===== src/rtl/cmu_pkg.sv =====
package cmu_pkg;
  typedef enum logic [1:0] {
    SEL_REGION = 2'd0,
    SEL_FUNC   = 2'd1,
    SEL_INVAL  = 2'd2,
    SEL_NONE   = 2'd3
  } reg_sel_e;

  localparam int FN_ENABLE_BIT = 0;
  localparam int FN_DCLR_BIT   = 1;
  localparam int FN_ICLR_BIT   = 2;
  localparam int INV_D_BIT     = 31;
  localparam int INV_I_BIT     = 15;
  localparam int INV_D_LSB     = 16;
  localparam int INV_I_LSB     = 0;

  typedef struct packed {
    logic clear;
    logic inv;
  } maint_cmd_t;
endpackage


===== src/rtl/cmu_regs.sv =====
module cmu_regs
  import cmu_pkg::*;
#(
  parameter int DATA_W    = 32,
  parameter int N_REGIONS = 32,
  parameter int IDX_W     = 7
) (
  input  logic                 clk,
  input  logic                 rst,
  input  logic                 wr,
  input  logic                 rd,
  input  logic [1:0]           sel,
  input  logic [DATA_W-1:0]    wdata,
  output logic [DATA_W-1:0]    rdata,
  output logic [N_REGIONS-1:0] region_mask,
  output logic                 enable,
  output maint_cmd_t           d_cmd,
  output maint_cmd_t           i_cmd,
  output logic [IDX_W-1:0]     d_inv_idx,
  output logic [IDX_W-1:0]     i_inv_idx
);
  logic [N_REGIONS-1:0] region_q;
  logic [DATA_W-1:0]    func_q;
  logic                 inv_d_q, inv_i_q;
  logic                 wr_func, wr_inval;

  assign wr_func  = wr && (sel == SEL_FUNC);
  assign wr_inval = wr && (sel == SEL_INVAL);

  always_ff @(posedge clk) begin
    if (rst) begin
      region_q <= '0;
      func_q   <= '0;
      inv_d_q  <= 1'b0;
      inv_i_q  <= 1'b0;
      rdata    <= '0;
    end else begin
      if (wr && (sel == SEL_REGION)) region_q <= wdata[N_REGIONS-1:0];
      if (wr_func) func_q <= wdata;
      if (wr_inval) begin
        inv_d_q <= wdata[INV_D_BIT];
        inv_i_q <= wdata[INV_I_BIT];
      end
      if (rd) begin
        case (sel)
          SEL_REGION: rdata <= DATA_W'(region_q);
          SEL_FUNC:   rdata <= func_q;
          default:    rdata <= '0;
        endcase
      end
    end
  end

  // Commands act only on a 0 -> 1 transition of their bit.
  assign d_cmd.clear = wr_func && wdata[FN_DCLR_BIT] && !func_q[FN_DCLR_BIT];
  assign i_cmd.clear = wr_func && wdata[FN_ICLR_BIT] && !func_q[FN_ICLR_BIT];
  assign d_cmd.inv   = wr_inval && wdata[INV_D_BIT] && !inv_d_q;
  assign i_cmd.inv   = wr_inval && wdata[INV_I_BIT] && !inv_i_q;
  assign d_inv_idx   = wdata[INV_D_LSB +: IDX_W];
  assign i_inv_idx   = wdata[INV_I_LSB +: IDX_W];

  assign region_mask = region_q;
  assign enable      = func_q[FN_ENABLE_BIT];

  // the invalidate register always reads back as zero
  a_r11_inval_reads_zero: assert property (@(posedge clk) disable iff (rst)
    (rd && sel == SEL_INVAL) |=> (rdata == '0));

  // an identical back-to-back invalidate write issues no command
  a_r9_no_repeat: assert property (@(posedge clk) disable iff (rst)
    (wr_inval && $past(wr_inval) && (wdata == $past(wdata)))
      |-> (!d_cmd.inv && !i_cmd.inv));
endmodule


===== src/rtl/cmu_region_check.sv =====
module cmu_region_check #(
  parameter int ADDR_W      = 32,
  parameter int REGION_LOG2 = 15,
  parameter int N_REGIONS   = 32
) (
  input  logic [ADDR_W-1:0]    addr,
  input  logic [N_REGIONS-1:0] region_mask,
  input  logic                 enable,
  output logic                 cacheable
);
  localparam int RI_W = (N_REGIONS > 1) ? $clog2(N_REGIONS) : 1;

  logic [ADDR_W-1:0] win;
  logic              in_range;

  always_comb begin
    win       = addr >> REGION_LOG2;
    in_range  = (win < ADDR_W'(N_REGIONS));
    cacheable = enable && in_range && region_mask[RI_W'(win)];
  end
endmodule


===== src/rtl/cmu_valid_array.sv =====
module cmu_valid_array #(
  parameter int N_LINES = 128,
  parameter int IDX_W   = $clog2(N_LINES)
) (
  input  logic             clk,
  input  logic             rst,
  input  logic             clear,
  input  logic             inv,
  input  logic [IDX_W-1:0] inv_idx,
  input  logic             fill,
  input  logic [IDX_W-1:0] fill_idx,
  input  logic [IDX_W-1:0] rd_idx,
  output logic             rd_valid
);
  logic [N_LINES-1:0] valid_q;

  always_ff @(posedge clk) begin
    if (rst || clear) begin
      valid_q <= '0;
    end else begin
      if (fill) valid_q[fill_idx] <= 1'b1;
      if (inv)  valid_q[inv_idx]  <= 1'b0;  // later assignment wins over a fill
    end
  end

  assign rd_valid = valid_q[rd_idx];

  // a whole-side clear leaves no valid line
  a_r5_clear_all: assert property (@(posedge clk) disable iff (rst)
    clear |=> (valid_q == '0));

  // an invalidated line is invalid next cycle even under a fill
  a_r10_inv_wins: assert property (@(posedge clk) disable iff (rst)
    inv |=> !valid_q[$past(inv_idx)]);

  // an unopposed fill sets the line
  a_r4_fill_sets: assert property (@(posedge clk) disable iff (rst)
    (fill && !clear && !(inv && inv_idx == fill_idx)) |=> valid_q[$past(fill_idx)]);
endmodule


===== src/rtl/cache_maint_unit.sv =====
module cache_maint_unit
  import cmu_pkg::*;
#(
  parameter int ADDR_W      = 32,
  parameter int DATA_W      = 32,
  parameter int LINE_LOG2   = 5,
  parameter int N_LINES     = 128,
  parameter int REGION_LOG2 = 15,
  parameter int N_REGIONS   = 32,
  localparam int IDX_W      = $clog2(N_LINES)
) (
  input  logic              clk,
  input  logic              rst,
  input  logic              reg_wr,
  input  logic              reg_rd,
  input  logic [1:0]        reg_sel,
  input  logic [DATA_W-1:0] reg_wdata,
  output logic [DATA_W-1:0] reg_rdata,
  input  logic [ADDR_W-1:0] lk_addr,
  input  logic              lk_is_data,
  output logic              lk_cacheable,
  output logic              lk_hit,
  input  logic              fill_en,
  input  logic              fill_is_data,
  input  logic [IDX_W-1:0]  fill_line
);
  logic [N_REGIONS-1:0] region_mask;
  logic                 enable;
  maint_cmd_t           cmd    [2];
  logic [IDX_W-1:0]     inv_idx[2];
  logic                 side_valid[2];
  logic [IDX_W-1:0]     lk_idx;
  logic                 cacheable;

  cmu_regs #(
    .DATA_W(DATA_W), .N_REGIONS(N_REGIONS), .IDX_W(IDX_W)
  ) u_regs (
    .clk(clk), .rst(rst), .wr(reg_wr), .rd(reg_rd), .sel(reg_sel),
    .wdata(reg_wdata), .rdata(reg_rdata), .region_mask(region_mask),
    .enable(enable), .d_cmd(cmd[1]), .i_cmd(cmd[0]),
    .d_inv_idx(inv_idx[1]), .i_inv_idx(inv_idx[0])
  );

  cmu_region_check #(
    .ADDR_W(ADDR_W), .REGION_LOG2(REGION_LOG2), .N_REGIONS(N_REGIONS)
  ) u_region (
    .addr(lk_addr), .region_mask(region_mask), .enable(enable),
    .cacheable(cacheable)
  );

  assign lk_idx = IDX_W'(lk_addr >> LINE_LOG2);

  // index 0: instruction side, index 1: data side
  for (genvar g = 0; g < 2; g++) begin : g_side
    logic side_fill;
    assign side_fill = fill_en && (fill_is_data == g[0]);
    cmu_valid_array #(.N_LINES(N_LINES), .IDX_W(IDX_W)) u_valid (
      .clk(clk), .rst(rst), .clear(cmd[g].clear), .inv(cmd[g].inv),
      .inv_idx(inv_idx[g]), .fill(side_fill), .fill_idx(fill_line),
      .rd_idx(lk_idx), .rd_valid(side_valid[g])
    );
  end

  always_ff @(posedge clk) begin
    if (rst) begin
      lk_cacheable <= 1'b0;
      lk_hit       <= 1'b0;
    end else begin
      lk_cacheable <= cacheable;
      lk_hit       <= cacheable && side_valid[lk_is_data];
    end
  end

  // no hit without cacheable
  a_r3_hit_needs_cacheable: assert property (@(posedge clk) disable iff (rst)
    lk_hit |-> lk_cacheable);

  // disabled unit never reports cacheable
  a_r3_off_uncached: assert property (@(posedge clk) disable iff (rst)
    !enable |=> !lk_cacheable);

  // addresses past the last window are uncached
  a_r2_outside_uncached: assert property (@(posedge clk) disable iff (rst)
    ((lk_addr >> REGION_LOG2) >= ADDR_W'(N_REGIONS)) |=> !lk_cacheable);
endmodule


===== config.mk =====
export PLATFORM = sky130hd
export DESIGN_NAME = cache_maint_unit
export DESIGN_NICKNAME = d
export VERILOG_FILES = /design/src/rtl/cmu_pkg.sv /design/src/rtl/cmu_regs.sv /design/src/rtl/cmu_region_check.sv /design/src/rtl/cmu_valid_array.sv /design/src/rtl/cache_maint_unit.sv
export SDC_FILE = /design/constraint.sdc
export NUM_CORES = 1
export LEC_CHECK = 0
export ABC_AREA = 1
export BUFFER_PORTS_ARGS = -buffer_cell sky130_fd_sc_hd__buf_2
export CORE_MARGIN = 5
export CORE_UTILIZATION = 50
export CTS_CLUSTER_DIAMETER = 200
export CTS_CLUSTER_SIZE = 40
export DETAILED_ROUTE_END_ITERATION = 10
export PLACE_DENSITY = 0.78
export SYNTH_ARGS = -nofsm -noshare
export SYNTH_HDL_FRONTEND = slang
export SYNTH_HIERARCHICAL = 1
export SYNTH_SLANG_ARGS = --single-unit

===== constraint.sdc =====
create_clock -name clk -period 3.2 [get_ports clk]
set_clock_uncertainty 0.15 [all_clocks]
set_input_delay 0.64 -clock clk [delete_from_list [all_inputs] [get_ports clk]]
set_output_delay 0.64 -clock clk [all_outputs]
set_load 0.02 [all_outputs]

Yosys cells after proc, flatten, opt, wreduce, memory -nomap -nowiden
Cells that the tools add are included.
- add/subtract/negate cells: 0
- multiply operators: 0
- div/mod/pow operators: 0
- $lt $le $gt $ge: 10
- eq/ne operators: 2
- shift operators: 0
- mux-type cells: 22
- bitwise gates (word level): 8
- reductions and logical operators: 26
- operators with widths (cell ; count):
    two-way mux 128 bit ; 6
    AND 128 bit ; 2
    inverter 128 bit ; 2
    bitwise OR 128 bit ; 2
    case mux 32 bit (2 select lines) ; 1
    less-than comparator 7 x 8 -> 1 bit (second input constant) ; 4
    demux 1 bit (select 7 bit) ; 3
    greater-or-equal comparator 7 x 1 -> 1 bit (second input constant) ; 3
    logical AND 1 bit ; 19
    less-than comparator 17 x 6 -> 1 bit (second input constant) ; 1
    binary-select mux 1 bit (select 7 bit) ; 2
    two-way mux 1 bit ; 9
    less-than comparator 5 x 6 -> 1 bit (second input constant) ; 1
    binary-select mux 1 bit (select 5 bit) ; 1
    zero test 1 bit ; 4
    equality test 2 x 1 -> 1 bit (second input constant) ; 1
    equality test 2 bit (second input constant) ; 1
    greater-or-equal comparator 2 bit (second input constant) ; 1
    zero test 2 bit ; 1
    logical OR 1 bit ; 2
    inverter 1 -> 2 bit ; 1
    inverter 1 bit ; 1
- flip-flop bits (word level): 356
- latch bits: 0
- bits in writable memories: 0
- memory bits (read-only): 0
- input bits: 80
- memories kept: 0

Depth between registers and ports, before layout
Gate-level depths: netlist of run 1.
- depth after elaboration: 9
- mapped depth: 16

Hierarchy
The synthesis of run 1 kept the hierarchy.
- modules (own cells, without submodules) (module ; instances ; cells each ; area each (um^2)):
    cmu_valid_array (g_side[0].u_valid) ; 1 ; 928 ; 6547.5
    cmu_valid_array (g_side[1].u_valid) ; 1 ; 944 ; 6399.9
    cmu_regs ; 1 ; 661 ; 4436.8
    cmu_region_check ; 1 ; 80 ; 406.6
    cache_maint_unit ; 1 ; 14 ; 97.6

Worst setup path after synthesis of run 1
No wires, ideal clock.
- path type: input to register
- from: in reg_wr
- to: reg g_side[1].u_valid.valid_q[87]
- setup time: 0.136 ns
- data arrival time: 2.052 ns
- data required time: 2.914 ns
- path slack: 0.862 ns
- stages on the path: 10
- buffers on the path: 3
- cell sequence: buf_2 buf_2 nand4_1 nor2_1 nand2_1 nor2_1 inv_1 clkbuf_1 nor2_1 nor3_1
- RTL lines (item ; line ; text):
    start: declaration ; cache_maint_unit.sv:14 ; input logic reg_wr,
    end signal: assignment ; cmu_valid_array.sv:19 ; valid_q <= '0;
    end signal: indexed assignment ; cmu_valid_array.sv:21 ; if (fill) valid_q[fill_idx] <= 1'b1;
    end signal: indexed assignment ; cmu_valid_array.sv:22 ; if (inv) valid_q[inv_idx] <= 1'b0;
    end: declaration ; cmu_valid_array.sv:15 ; logic [N_LINES-1:0] valid_q;

==> metrics.md, run 1 <==
| Metric | Value |
|---|---|
| Setup Buffers After CTS | `0` |
| Fin cells | `3086` |
| Routed wire length | `56.8 mm` |
| First-pass GRT wire length | `90.1 mm` |
| Inserted Clock Buffers | `12` |
| Clock Power Share | `28.4%` |
| Initial DRT Pass Iterations | `6` |
| Ports | `114` |
| RSZ-0062 raised after global routing | `false` |
| Rel. slew slack | `24.8%` |
| Synth top area cells | `dfxtp_1 (40%), nand2_1 (11%), nand3_1 (10%), nor2_1 (9.3%), a21oi_1 (7.4%)` |
| CP startpoint | `lk_addr[6]` |
| Initial drt markers | `2668` |
| Number of max-cap violations | `0` |
| Status | `complete, no violations` |
| I/O Buffers | `105` |
| Global route overflow | `0` |
| Post-DRT Antenna Nets | `0` |
| Yosys cell types | `32` |
| Netlist Area Pre-Place | `0.0179 mm²` |
| CTS Hold Bufs | `0` |
| Vias in the first global route | `17300` |
| Setup Viol. Count Final | `0` |
| Mapped Nets | `2707` |
| Power per cell area | `409 mW/mm²` |
| Final nets | `2700` |
| Internal | `5.58 mW` |
| Die area | `0.0397 mm²` |
| Max-slew violations | `0` |
| Finished Core Util | `53.1%` |
| Synth-to-Final Area Change | `5.25%` |
| GRT Total Usage | `27.6%` |
| Cells after synthesis | `2627` |
| Maximum vdd drop | `0.474 mV` |
| CTS root buf | `clkbuf_16` |
| Cell row count | `69` |
| Hold Crit Class | `in2reg` |
| Leak | `7.24 nW` |
| Die Wd | `199 µm` |
| Fin crit share | `71.8%` |
| Arr. time, crit path | `2.58 ns` |
| Final TNS setup | `0 ns` |
| Placed Cells | `3067` |
| Die height | `199 µm` |
| FILL cells | `3400` |
| Top cell type's share of synthesized area | `39.8%` |
| Layout cells sized above 1 | `11.4%` |
| Worst Path Max Fanout | `32` |
| FMAX | `435 MHz` |
| Crit. End Element | `flop` |
| Flop and latch count out of synthesis | `356` |
| CP startpoint kind | `primary input` |
| DR WL/cell | `18.4 µm` |
| Worst slew pin tran | `1.13 ns` |
| H-tree Lvls | `1` |
| Worst r2r src | `u_regs/inv_d_q` |
| Synth Warn # | `6` |
| Cts repair resizes | `0` |
| DR vias | `18400` |
| Mean Syn Cell Area | `6.81 µm²` |
| Seq/Total Area, Yosys | `39.8%` |
| CTS sink cnt | `356` |
| Critical path class | `in2reg` |
| Clk_lat worst skew | `0.53 ns` |
| Via-per-instance ratio | `5.97` |
| Core footprint | `0.0355 mm²` |
| Reg clk slew, reported paths | `0.15 ns` |
| Gpl congestion | `0.907` |
| Initial antenna violation count | `5` |
| CTS Buffer Depth | `3` |
| CTS tree | `done` |
| Worst EP required | `3.48 ns` |
| Register share of total power | `58.8%` |
| Cell accounting for the most synthesized area | `dfxtp_1` |
| Fin crit period | `2.30 ns` |
| Switching Power | `2.13 mW` |
| Hold Crit Start | `reg_wdata[12]` |
| Gate power share | `12.8%` |
| Hold violation total from the final report | `0` |
| Switching share of power | `27.6%` |
| Remaining DRCs | `0` |
| Hpwl dp | `35.4 mm` |
| Largest net degree at the start of global routing | `82` |
| Initial Util | `50.4%` |
## worst paths after layout
kind	endpoint	slack (ns)	depth (start not counted)
worst min-delay path	u_regs/func_q[12]	0.23	3
worst max register to register	g_side[1].u_valid/valid_q[53]	1.19	7
worst max-delay path	lk_hit	0.90	15
worst min register to register	u_regs/func_q[29]	0.32	2
## layer usage
layer / global-route usage, % / routed length, µm
met5: 0 / 48
met4: 11.1 / 2380
met3: 4.69 / 6430
met2: 43.8 / 25100
met1: 37.4 / 22800
## cell type report
cell class                 count  area (µm²)  area share, %
tap                          461         577           3.06
multi-input combinational   1955        9240           49.1
timing repair buffer         157         993           5.28
inverter                     138         526           2.79
sequential                   356        7130           37.9
antenna                        5        12.5         0.0665
clock inverter                 1        30.0          0.159
clock buffer                  13         325           1.73
## through the flow
step	setup WS (ns)	area (µm²)	power, mW	hold WS (ns)
after floorplan	0.862	17900	5.29	0.284
after global placement	0.457	18500	5.57	0.299
after detailed placement	0.446	18500	5.59	0.305
after CTS	0.992	18800	7.72	0.217
after global routing	0.777	18800	7.97	0.227
final	0.901	18800	7.71	0.229
## placed cells by master, fill, tap and decap left out, types with 3 or more instances in the layout
master     instances
inv_2             12
nor2_4             8
nor2_1           443
inv_1            125
buf_2            104
a211oi_1          11
nor3_1           187
dfxtp_1          356
nand3_1          364
a21oi_2           21
nor3_2            59
diode_2            5
buf_12             6
a21oi_1          266
buf_4             47
nand2_2           10
nor3_4             8
nand2_1          526
nor2_2             3
clkbuf_16         13
nand4_1           37
## worst max-delay path, cell delays in order
cell and delay, ns:
buf_2 0.25, inv_2 0.61, nand3_1 0.15, nand3_1 0.11
nand3_1 0.17, nand2_1 0.12, nand2_1 0.05, nand3_1 0.07
nand2_1 0.05, nand2_1 0.05, nand2_1 0.08, inv_1 0.06
nand2_1 0.05, nand2_2 0.07, nor2_2 0.03
## power by group through the flow
stage / combinational (mW) / sequential (mW) / clock (mW)
4_1_cts: 0.959 / 4.53 / 2.22
6_report: 0.984 / 4.54 / 2.19
5_1_grt: 1.06 / 4.55 / 2.37
3_5_place_dp: 0.958 / 4.63 / 0
2_1_floorplan: 0.640 / 4.65 / 0
3_3_place_gp: 0.942 / 4.63 / 0
## registers in the layout, summed over array words and instances (netlist names)
register and cells:
g_side.u_valid/valid_q 256, lk_cacheable 1, lk_hit 1, u_regs/func_q 32
u_regs/inv_d_q 1, u_regs/inv_i_q 1, u_regs/rdata 32, u_regs/region_mask 32
## Yosys cell counts, drive strengths merged
master	n
clkbuf	53
dfxtp	356
a211oi	11
buf	124
nor4	4
nor3	254
or2	3
inv	138
nor3b	1
nand3	364
nand4	37
nor2	454
nand2	538
a21oi	287
a31oi	2
dlygate4sd1	1
## kinds of logic (layout without fill, tap and decap cells)
family	count (synthesis)	count (layout)	share of synthesized area (%)
compound gates	300	300	9.00
simple gates	1655	1655	42.6
buf+inv	316	309	8.56
flops	356	356	39.8
other cells	0	5	0
No activity file was read; power rests on OpenSTA's default activity.
==> inputs of run 2 (changes only) <==
==> constraint.sdc (replaced) <==
create_clock -name clk -period 2.4 [get_ports clk]
set_clock_uncertainty 0.15 [all_clocks]
set_input_delay 0.48 -clock clk [delete_from_list [all_inputs] [get_ports clk]]
set_output_delay 0.48 -clock clk [all_outputs]
set_load 0.02 [all_outputs]
==> metrics.md, run 2 (same netlist as run 1, synthesis figures left out) <==
| Metric | Value |
|---|---|
| Worst path most repeated cell | `nand2_1` |
| Inserted Clock Buffers | `12 (unchanged)` |
| Cell row count | `69 (unchanged)` |
| Switching share of power | `27.4% (-0.21 points)` |
| Fin crit share | `73.9%` |
| Worst path top cell family by delay | `simple AND/OR/NAND/NOR gates` |
| Commonest non-fill, non-tap cell in the layout | `nand2_1` |
| Initial antenna violation count | `5 (unchanged)` |
| GR met3 Demand/Resource | `4.72% (+0.034 points)` |
| Hold Crit Class | `in2reg` |
| Crit. End Element | `flop` |
| Largest net degree at the start of global routing | `65 (-21%)` |
| Setup Buffers After CTS | `0 (unchanged)` |
| Routed wire length | `56.6 mm (-0.24%)` |
| Fin crit period | `1.77 ns` |
| Leak | `7.46 nW (+3.2%)` |
| Hold violation total from the final report | `0 (unchanged)` |
| Rel. slew slack | `49.2% (+24 points)` |
| Ports | `114 (unchanged)` |
| RSZ-0062 raised after global routing | `false` |
| Die height | `199 µm (unchanged)` |
| CP startpoint | `lk_addr[7]` |
| Hold Crit Depth | `3 (unchanged)` |
| I/O Buffers | `105 (unchanged)` |
| Internal | `7.49 mW (+34%)` |
| Final nets | `2730 (+1.1%)` |
| DR WL/cell | `18.2 µm (-1.1%)` |
| DR vias | `18500 (+0.46%)` |
| Layout cells sized above 1 | `12.4% (+1.0 points)` |
| Via-per-instance ratio | `5.94 (-0.44%)` |
| Number of max-cap violations | `0 (unchanged)` |
| Vias in the first global route | `17300 (+0.39%)` |
| Initial Util | `50.4% (unchanged)` |
| CTS root buf | `clkbuf_16` |
| H-tree Lvls | `1 (unchanged)` |
| CP max-delay cell | `inv_1` |
| CTS Buffer Depth | `3 (unchanged)` |
| Hpwl dp | `36.2 mm (+2.4%)` |
| Initial DRT Pass Iterations | `6 (unchanged)` |
| Worst Path Max Fanout | `16 (-50%)` |
| Die area | `0.0397 mm² (unchanged)` |
| Power per cell area | `535 mW/mm² (+31%)` |
| CP startpoint kind | `primary input` |
| Worst slew pin tran | `0.761 ns (-0.365 ns)` |
| Crit Reg-Reg Endpoint | `g_side[1].u_valid/valid_q[67]` |
| Critical Path Max Stage Delay | `0.57 ns (-0.04 ns)` |
| Gate power share | `13.3% (+0.5 points)` |
| GRT Total Usage | `27.4% (-0.17 points)` |
| Critical path class | `in2reg` |
| Core footprint | `0.0355 mm² (unchanged)` |
| FMAX | `564 MHz` |
| Worst EP required | `2.72 ns (-0.76 ns)` |
| Arr. time, crit path | `2.09 ns (-0.49 ns)` |
| Remaining DRCs | `0 (unchanged)` |
| FILL cells | `3318 (-2.4%)` |
| Die Wd | `199 µm (unchanged)` |
| Met1 Track Usage GR | `37.5% (+0.047 points)` |
| Most used routing layer | `met2` |
| Maximum vdd drop | `0.527 mV (+11%)` |
| Cell Chain, Critical Path | `buf_2 -> inv_1 -> nand3_1 -> nand3_1 -> nand2_1 -> nand2_1 -> nand3_1 -> nand2_1 -> nand2_1 -> nand2_1 -> nor2_1 -> nor2_2` |
| Synth-to-Final Area Change | `7.88%` |
| Hold Crit Start | `reg_wdata[27]` |
| Fin cells | `3114 (+0.91%)` |
| Worst path buffer plus inverter count | `2 (-1)` |
| Global route overflow | `0 (unchanged)` |
| Initial drt markers | `2461 (-7.8%)` |
| Hold EP | `u_regs/func_q[27]` |
| R2r setup slk | `0.68 ns (-0.51 ns)` |
| First-pass GRT wire length | `89.7 mm (-0.48%)` |
| Gpl congestion | `0.928 (+2.3%)` |
| Post-DRT Antenna Nets | `0 (unchanged)` |
| Register bank with the most flops | `g_side.u_valid/valid_q` |
| Placed Cells | `3097 (+0.98%)` |
| Clock Power Share | `28.1% (-0.3 points)` |
| Reg2Reg Depth | `6 (-1)` |
| Finished Core Util | `54.4% (+1.3 points)` |
| Reg clk slew, reported paths | `0.15 ns (about the same)` |
| Switching Power | `2.83 mW (+33%)` |
| CTS Hold Bufs | `0 (unchanged)` |
| Max reg flops | `256 (unchanged)` |
| Clk_lat worst skew | `0.52 ns (about the same)` |
| Register share of total power | `58.6% (-0.2 points)` |
| Setup Viol. Count Final | `0 (unchanged)` |
| Cts repair resizes | `0 (unchanged)` |
| CTS tree | `done` |
| Commonest cells after routing, fill and taps aside | `nand2_1 (526), nor2_1 (443), nand3_1 (364)` |
| Final TNS setup | `0 ns (unchanged)` |
| Max-slew violations | `0 (unchanged)` |
| CTS sink cnt | `356 (unchanged)` |
| Worst r2r src | `u_regs/inv_d_q` |
| Met2 usage | `43.5% (-0.26 points)` |
| Status | `complete, no violations` |
==> run 2: changes by cell type in the layout (fill, tap and decap cells not counted) <==
cell	delta
diode_2	-2
buf_4	+10
buf_12	+20
==> run 2: tightest hold or removal path, cell delays in order <==
cell	delay [ns]
buf_2	0.11
nand4_1	0.07
a21oi_1	0.06
==> run 2: worst max-delay path by stage <==
stage	slack [ns]	depth (start not counted)	end
after floorplan	0.22	10	g_side[1].u_valid/valid_q[87]
after global placement	0.16	12	lk_hit
after detailed placement	0.17	12	lk_hit
after CTS	0.67	1	reg_rdata[1]
after global routing	0.52	6	g_side[1].u_valid/valid_q[95]
final	0.63	12	lk_hit
==> run 2: final cells by class <==
type                       instances  area (µm²)  area share (%)
tap                              461         577            2.99
clock inverter                     1        30.0           0.156
sequential                       356        7130            36.9
inverter                         138         526            2.72
antenna                            3        7.51          0.0389
multi-input combinational       1955        9240            47.9
clock buffer                      13         325            1.69
timing repair buffer             187        1470            7.61
==> run 2: layer usage <==
metal,up-vias,wire (µm)
met5,-,49
met4,8,2120
met3,195,6370
met2,1077,25400
met1,8539,22700
li1,8682,-
==> run 2: per-stage QoR <==
stage                     power, mW  hold slack (ns)  setup WS (ns)  instance area, µm²
after floorplan                7.05            0.284          0.222               17900
after global placement         7.49            0.296          0.163               18900
after detailed placement       7.51            0.307          0.169               18900
after CTS                      10.3           0.0590          0.666               19300
after global routing           10.7           0.0789          0.520               19300
final                          10.3           0.0702          0.626               19300
==> run 2: power by group through the flow <==
stage | clock network (mW) | registers (mW) | logic, mW
2_1_floorplan | 0 | 6.20 | 0.854
3_3_place_gp | 0 | 6.17 | 1.32
3_5_place_dp | 0 | 6.17 | 1.34
4_1_cts | 2.95 | 6.05 | 1.34
5_1_grt | 3.14 | 6.06 | 1.48
6_report | 2.90 | 6.05 | 1.37
==> inputs of run 3 (changes only) <==
--- a/config.mk
+++ b/config.mk
@@ -5,14 +5,14 @@
 export SDC_FILE = /design/constraint.sdc
 export NUM_CORES = 1
 export LEC_CHECK = 0
-export ABC_AREA = 1
+export ABC_AREA = 0
 export BUFFER_PORTS_ARGS = -buffer_cell sky130_fd_sc_hd__buf_2
 export CORE_MARGIN = 5
 export CORE_UTILIZATION = 50
 export CTS_CLUSTER_DIAMETER = 200
 export CTS_CLUSTER_SIZE = 40
 export DETAILED_ROUTE_END_ITERATION = 10
-export PLACE_DENSITY = 0.78
+export PLACE_DENSITY = 0.81
 export SYNTH_ARGS = -nofsm -noshare
 export SYNTH_HDL_FRONTEND = slang
 export SYNTH_HIERARCHICAL = 1
==> constraint.sdc (replaced) <==
create_clock -name clk -period 1.45 [get_ports clk]
set_clock_uncertainty 0.15 [all_clocks]
set_input_delay 0.29 -clock clk [delete_from_list [all_inputs] [get_ports clk]]
set_output_delay 0.29 -clock clk [all_outputs]
set_load 0.02 [all_outputs]
==> metrics.md, run 3 <==
| Metric | Value |
|---|---|
| Worst path top cell family by delay | `multiplexers` |
| Final nets | `1988 (-27%)` |
| Ys async rst share | `0% (unchanged)` |
| First-pass GRT wire length | `90.7 mm (+1.2%)` |
| Initial DRT Pass Iterations | `5 (-1)` |
| Leak | `7.93 nW (+6.2%)` |
| Initial Util | `50.3% (-0.10 points)` |
| Netlist Area Pre-Place | `0.0163 mm² (-9.0%)` |
| Largest net degree at the start of global routing | `41 (-37%)` |
| Critical path class | `reg2reg` |
| Routed wire length | `59.2 mm (+4.6%)` |
| Commonest cells after routing, fill and taps aside | `dfxtp_1 (312), buf_4 (257), a21oi_1 (256)` |
| Adder-cell share of the synthesized area | `0% (unchanged)` |
| Cells after synthesis | `1561 (-41%)` |
| Max reg flops | `256 (unchanged)` |
| Number of max-cap violations | `0 (unchanged)` |
| Status | `finished, violations left` |
| Violated checks | `setup timing` |
| Initial antenna violation count | `1 (-4)` |
| Inserted Clock Buffers | `12 (unchanged)` |
| Worst Path Max Fanout | `2 (-14)` |
| Cell Chain, Critical Path | `mux4_2 -> mux4_2 -> and3b_1 -> a31oi_1 -> nand4_1 -> mux2i_1 -> nor2b_1` |
| Core footprint | `0.0324 mm² (-8.8%)` |
| Crit Reg-Reg Endpoint | `lk_hit` |
| Post-DRT Antenna Nets | `0 (unchanged)` |
| Arr. time, crit path | `2.58 ns (+0.49 ns)` |
| Register bank with the most flops | `g_side.u_valid/valid_q` |
| Total Power | `17.1 mW (+65%)` |
| Power per cell area | `761 mW/mm² (+42%)` |
| Cell row count | `66 (-4.3%)` |
| Die area | `0.0363 mm² (-8.5%)` |
| FMAX | `436 MHz` |
| Largest family of logic cells by synthesized area | `compound AO/OA/AOI/OAI gates` |
| Worst slew pin tran | `1.02 ns (+0.261 ns)` |
| Critical Path Max Stage Delay | `0.48 ns (-0.09 ns)` |
| Clk_lat worst skew | `0.54 ns (+0.02 ns)` |
| Mapped Nets | `1641 (-39%)` |
| Reg2Reg Depth | `7 (+1)` |
| Flop and latch count out of synthesis | `356 (unchanged)` |
| Most numerous cell in the Yosys netlist | `dfxtp_1` |
| Final TNS setup | `-45.94 ns (-45.94 ns)` |
| CTS Buffer Depth | `3 (unchanged)` |
| Hold Crit Class | `in2reg` |
| Ports | `114 (unchanged)` |
| H-tree Lvls | `1 (unchanged)` |
| Worst EP required | `1.73 ns (-0.99 ns)` |
| I/O Buffers | `105 (unchanged)` |
| Hpwl dp | `35.7 mm (-1.4%)` |
| Layout cells sized above 1 | `46.1% (+34 points)` |
| Worst r2r src | `g_side[1].u_valid/valid_q[19]` |
| Fin crit share | `158%` |
| Reg clk slew, reported paths | `0.15 ns (about the same)` |
| Placement-stage cell area | `0.0205 mm² (+8.3%)` |
| WHS | `0.0440 ns (-0.0262 ns)` |
| FILL cells | `2133 (-36%)` |
| Compound-gate portion of the synthesized area | `23.0% (+14 points)` |
| RSZ-0062 raised after global routing | `true` |
| Synth top area cells | `dfxtp_1 (44%), a211oi_1 (12%), mux4_2 (9.3%), a21oi_1 (7.9%), mux2i_1 (7.4%)` |
| Via-per-instance ratio | `6.59 (+11%)` |
| Fin crit period | `2.29 ns` |
| DR vias | `15500 (-16%)` |
| GRT Total Usage | `31.3% (+3.9 points)` |
| Maximum vdd drop | `0.747 mV (+42%)` |
| Mean Syn Cell Area | `10.4 µm² (+53%)` |
| Antenna fix cells | `0 (-3)` |
| Gpl congestion | `0.909 (-2.0%)` |
| Die Wd | `190 µm (-4.4%)` |
| Seq. cell area | `0.00718 mm² (+0.77%)` |
| Max-slew violations | `0 (unchanged)` |
| Post-synth EDFFs | `0 (unchanged)` |
| Cell accounting for the most synthesized area | `dfxtp_1` |
| CP max-delay cell | `mux4_2` |
| Rel. slew slack | `31.6% (-18 points)` |
| Synth-to-Final Area Change | `37.6%` |
| DR WL/cell | `25.2 µm (+39%)` |
| Worst path buffer plus inverter count | `0 (-2)` |
| Hold Crit Depth | `4 (+1)` |
| Top cell type's share of synthesized area | `43.8% (+3.9 points)` |
| CTS sink cnt | `356 (unchanged)` |
| CTS root buf | `clkbuf_16` |
| CP startpoint kind | `flop` |
| Setup Viol. Count Final | `268 (+268)` |
| Seq/Total Area, Yosys | `43.8% (+3.9 points)` |
| Commonest cells post-synth | `dfxtp_1 (356), a21oi_1 (256), a211oi_1 (254), nand2b_1 (125), mux2i_1 (120)` |
| Primary FF master, synth | `dfxtp_1` |
| Initial drt markers | `1875 (-24%)` |
| Hold violation total from the final report | `0 (unchanged)` |
| Die height | `190 µm (-4.4%)` |
| Post-synthesis simple-gate area fraction | `11.2% (-31 points)` |
| R2r setup slk | `-0.84 ns (-1.52 ns)` |
| Crit. End Element | `flop` |
| Vias in the first global route | `16200 (-6.6%)` |
| Synth Area in XOR/XNOR | `0% (unchanged)` |
| Multiplexer share of the synthesized area | `17.8% (+18 points)` |
| Synth Warn # | `6 (unchanged)` |
| Multi-input logic area | `0.00998 mm² (+8.0%)` |
| Remaining DRCs | `0 (unchanged)` |
| Hold EP | `u_regs/func_q[2]` |
| CTS tree | `done` |
| Worst path most repeated cell | `mux4_2` |
| Commonest non-fill, non-tap cell in the layout | `dfxtp_1` |
| Hold Crit Start | `reg_wdata[2]` |
| PnR worst setup slack | `-0.845 ns (-1.47 ns)` |
| Global route overflow | `0 (unchanged)` |
| Yosys cell types | `41 (+28%)` |
| Finished Cell Area | `0.0224 mm² (+16%)` |
run 3: cell families (layout without fill, tap and decap cells):
logic type | count (synthesis) | in the layout
AOI/OAI and AO/OA | 553 | 553
buffers and inverters | 130 | 477
DFF | 356 | 356
muxes | 194 | 194
and+or+nand+nor | 328 | 328
run 3: layout make-up:
type	count	share of cell area, %
tap	442	2.47
clock inverter	1	0.134
timing repair buffer	463	19.4
multi-input combinational	1075	44.5
sequential	356	32.1
clock buffer	13	1.45
run 3: timing repair:
action                     4_1_cts  5_1_grt
hold endpoints to repair        43        0
setup endpoints to repair      291      292
gates resized for setup        185       37
hold buffers                    21        0
gates cloned                    11        0
pin swaps                       30       22
setup buffers                   50       16
run 3: routing by layer:
| metal | global-route usage (%) | wire, µm | vias to the layer above |
|---|---|---|---|
| li1 | - | - | 6624 |
| met1 | 40.3 | 22300 | 7469 |
| met2 | 50.8 | 27600 | 1119 |
| met3 | 6.54 | 6510 | 270 |
| met4 | 14.2 | 2770 | 2 |
| met5 | 0 | 11 | - |
run 3: worst max-delay path by stage:
stage	startpoint	to	slack, ns	depth (start not counted)
2_1_floorplan	lk_addr[7]	lk_hit	-0.69	8
3_3_place_gp	lk_addr[7]	lk_hit	-1.29	10
4_1_cts	g_side[1].u_valid/valid_q[21]	lk_hit	-0.74	7
3_5_place_dp	lk_addr[7]	lk_hit	-1.42	10
5_1_grt	g_side[1].u_valid/valid_q[23]	lk_hit	-0.86	7
6_report	g_side[1].u_valid/valid_q[19]	lk_hit	-0.84	7
run 3: worst reg2reg max path, stage by stage (launching register included):
cell,delay (ns)
dfxtp_1,0.36
mux4_2,0.47
mux4_2,0.48
and3b_1,0.18
a31oi_1,0.14
nand4_1,0.14
mux2i_1,0.19
nor2b_1,0.07
run 3: power by group:
| group | switching [mW] | internal [mW] | total [mW] |
|---|---|---|---|
| combinational | 1.32 | 0.956 | 2.28 |
| sequential | 0.0593 | 9.87 | 9.93 |
| clock | 3.03 | 1.82 | 4.84 |
| total | 4.41 | 12.6 | 17.1 |
run 3: through the flow:
step | instances | util [%] | setup WS (ns)
2_1_floorplan | 1561 | - | -0.689
3_5_place_dp | 2249 | 63.4 | -1.42
6_report | 2350 | 69.2 | -0.845
3_3_place_gp | 2249 | 63.4 | -1.29
5_1_grt | 2350 | 69.2 | -0.861
4_1_cts | 2345 | 69.1 | -0.736
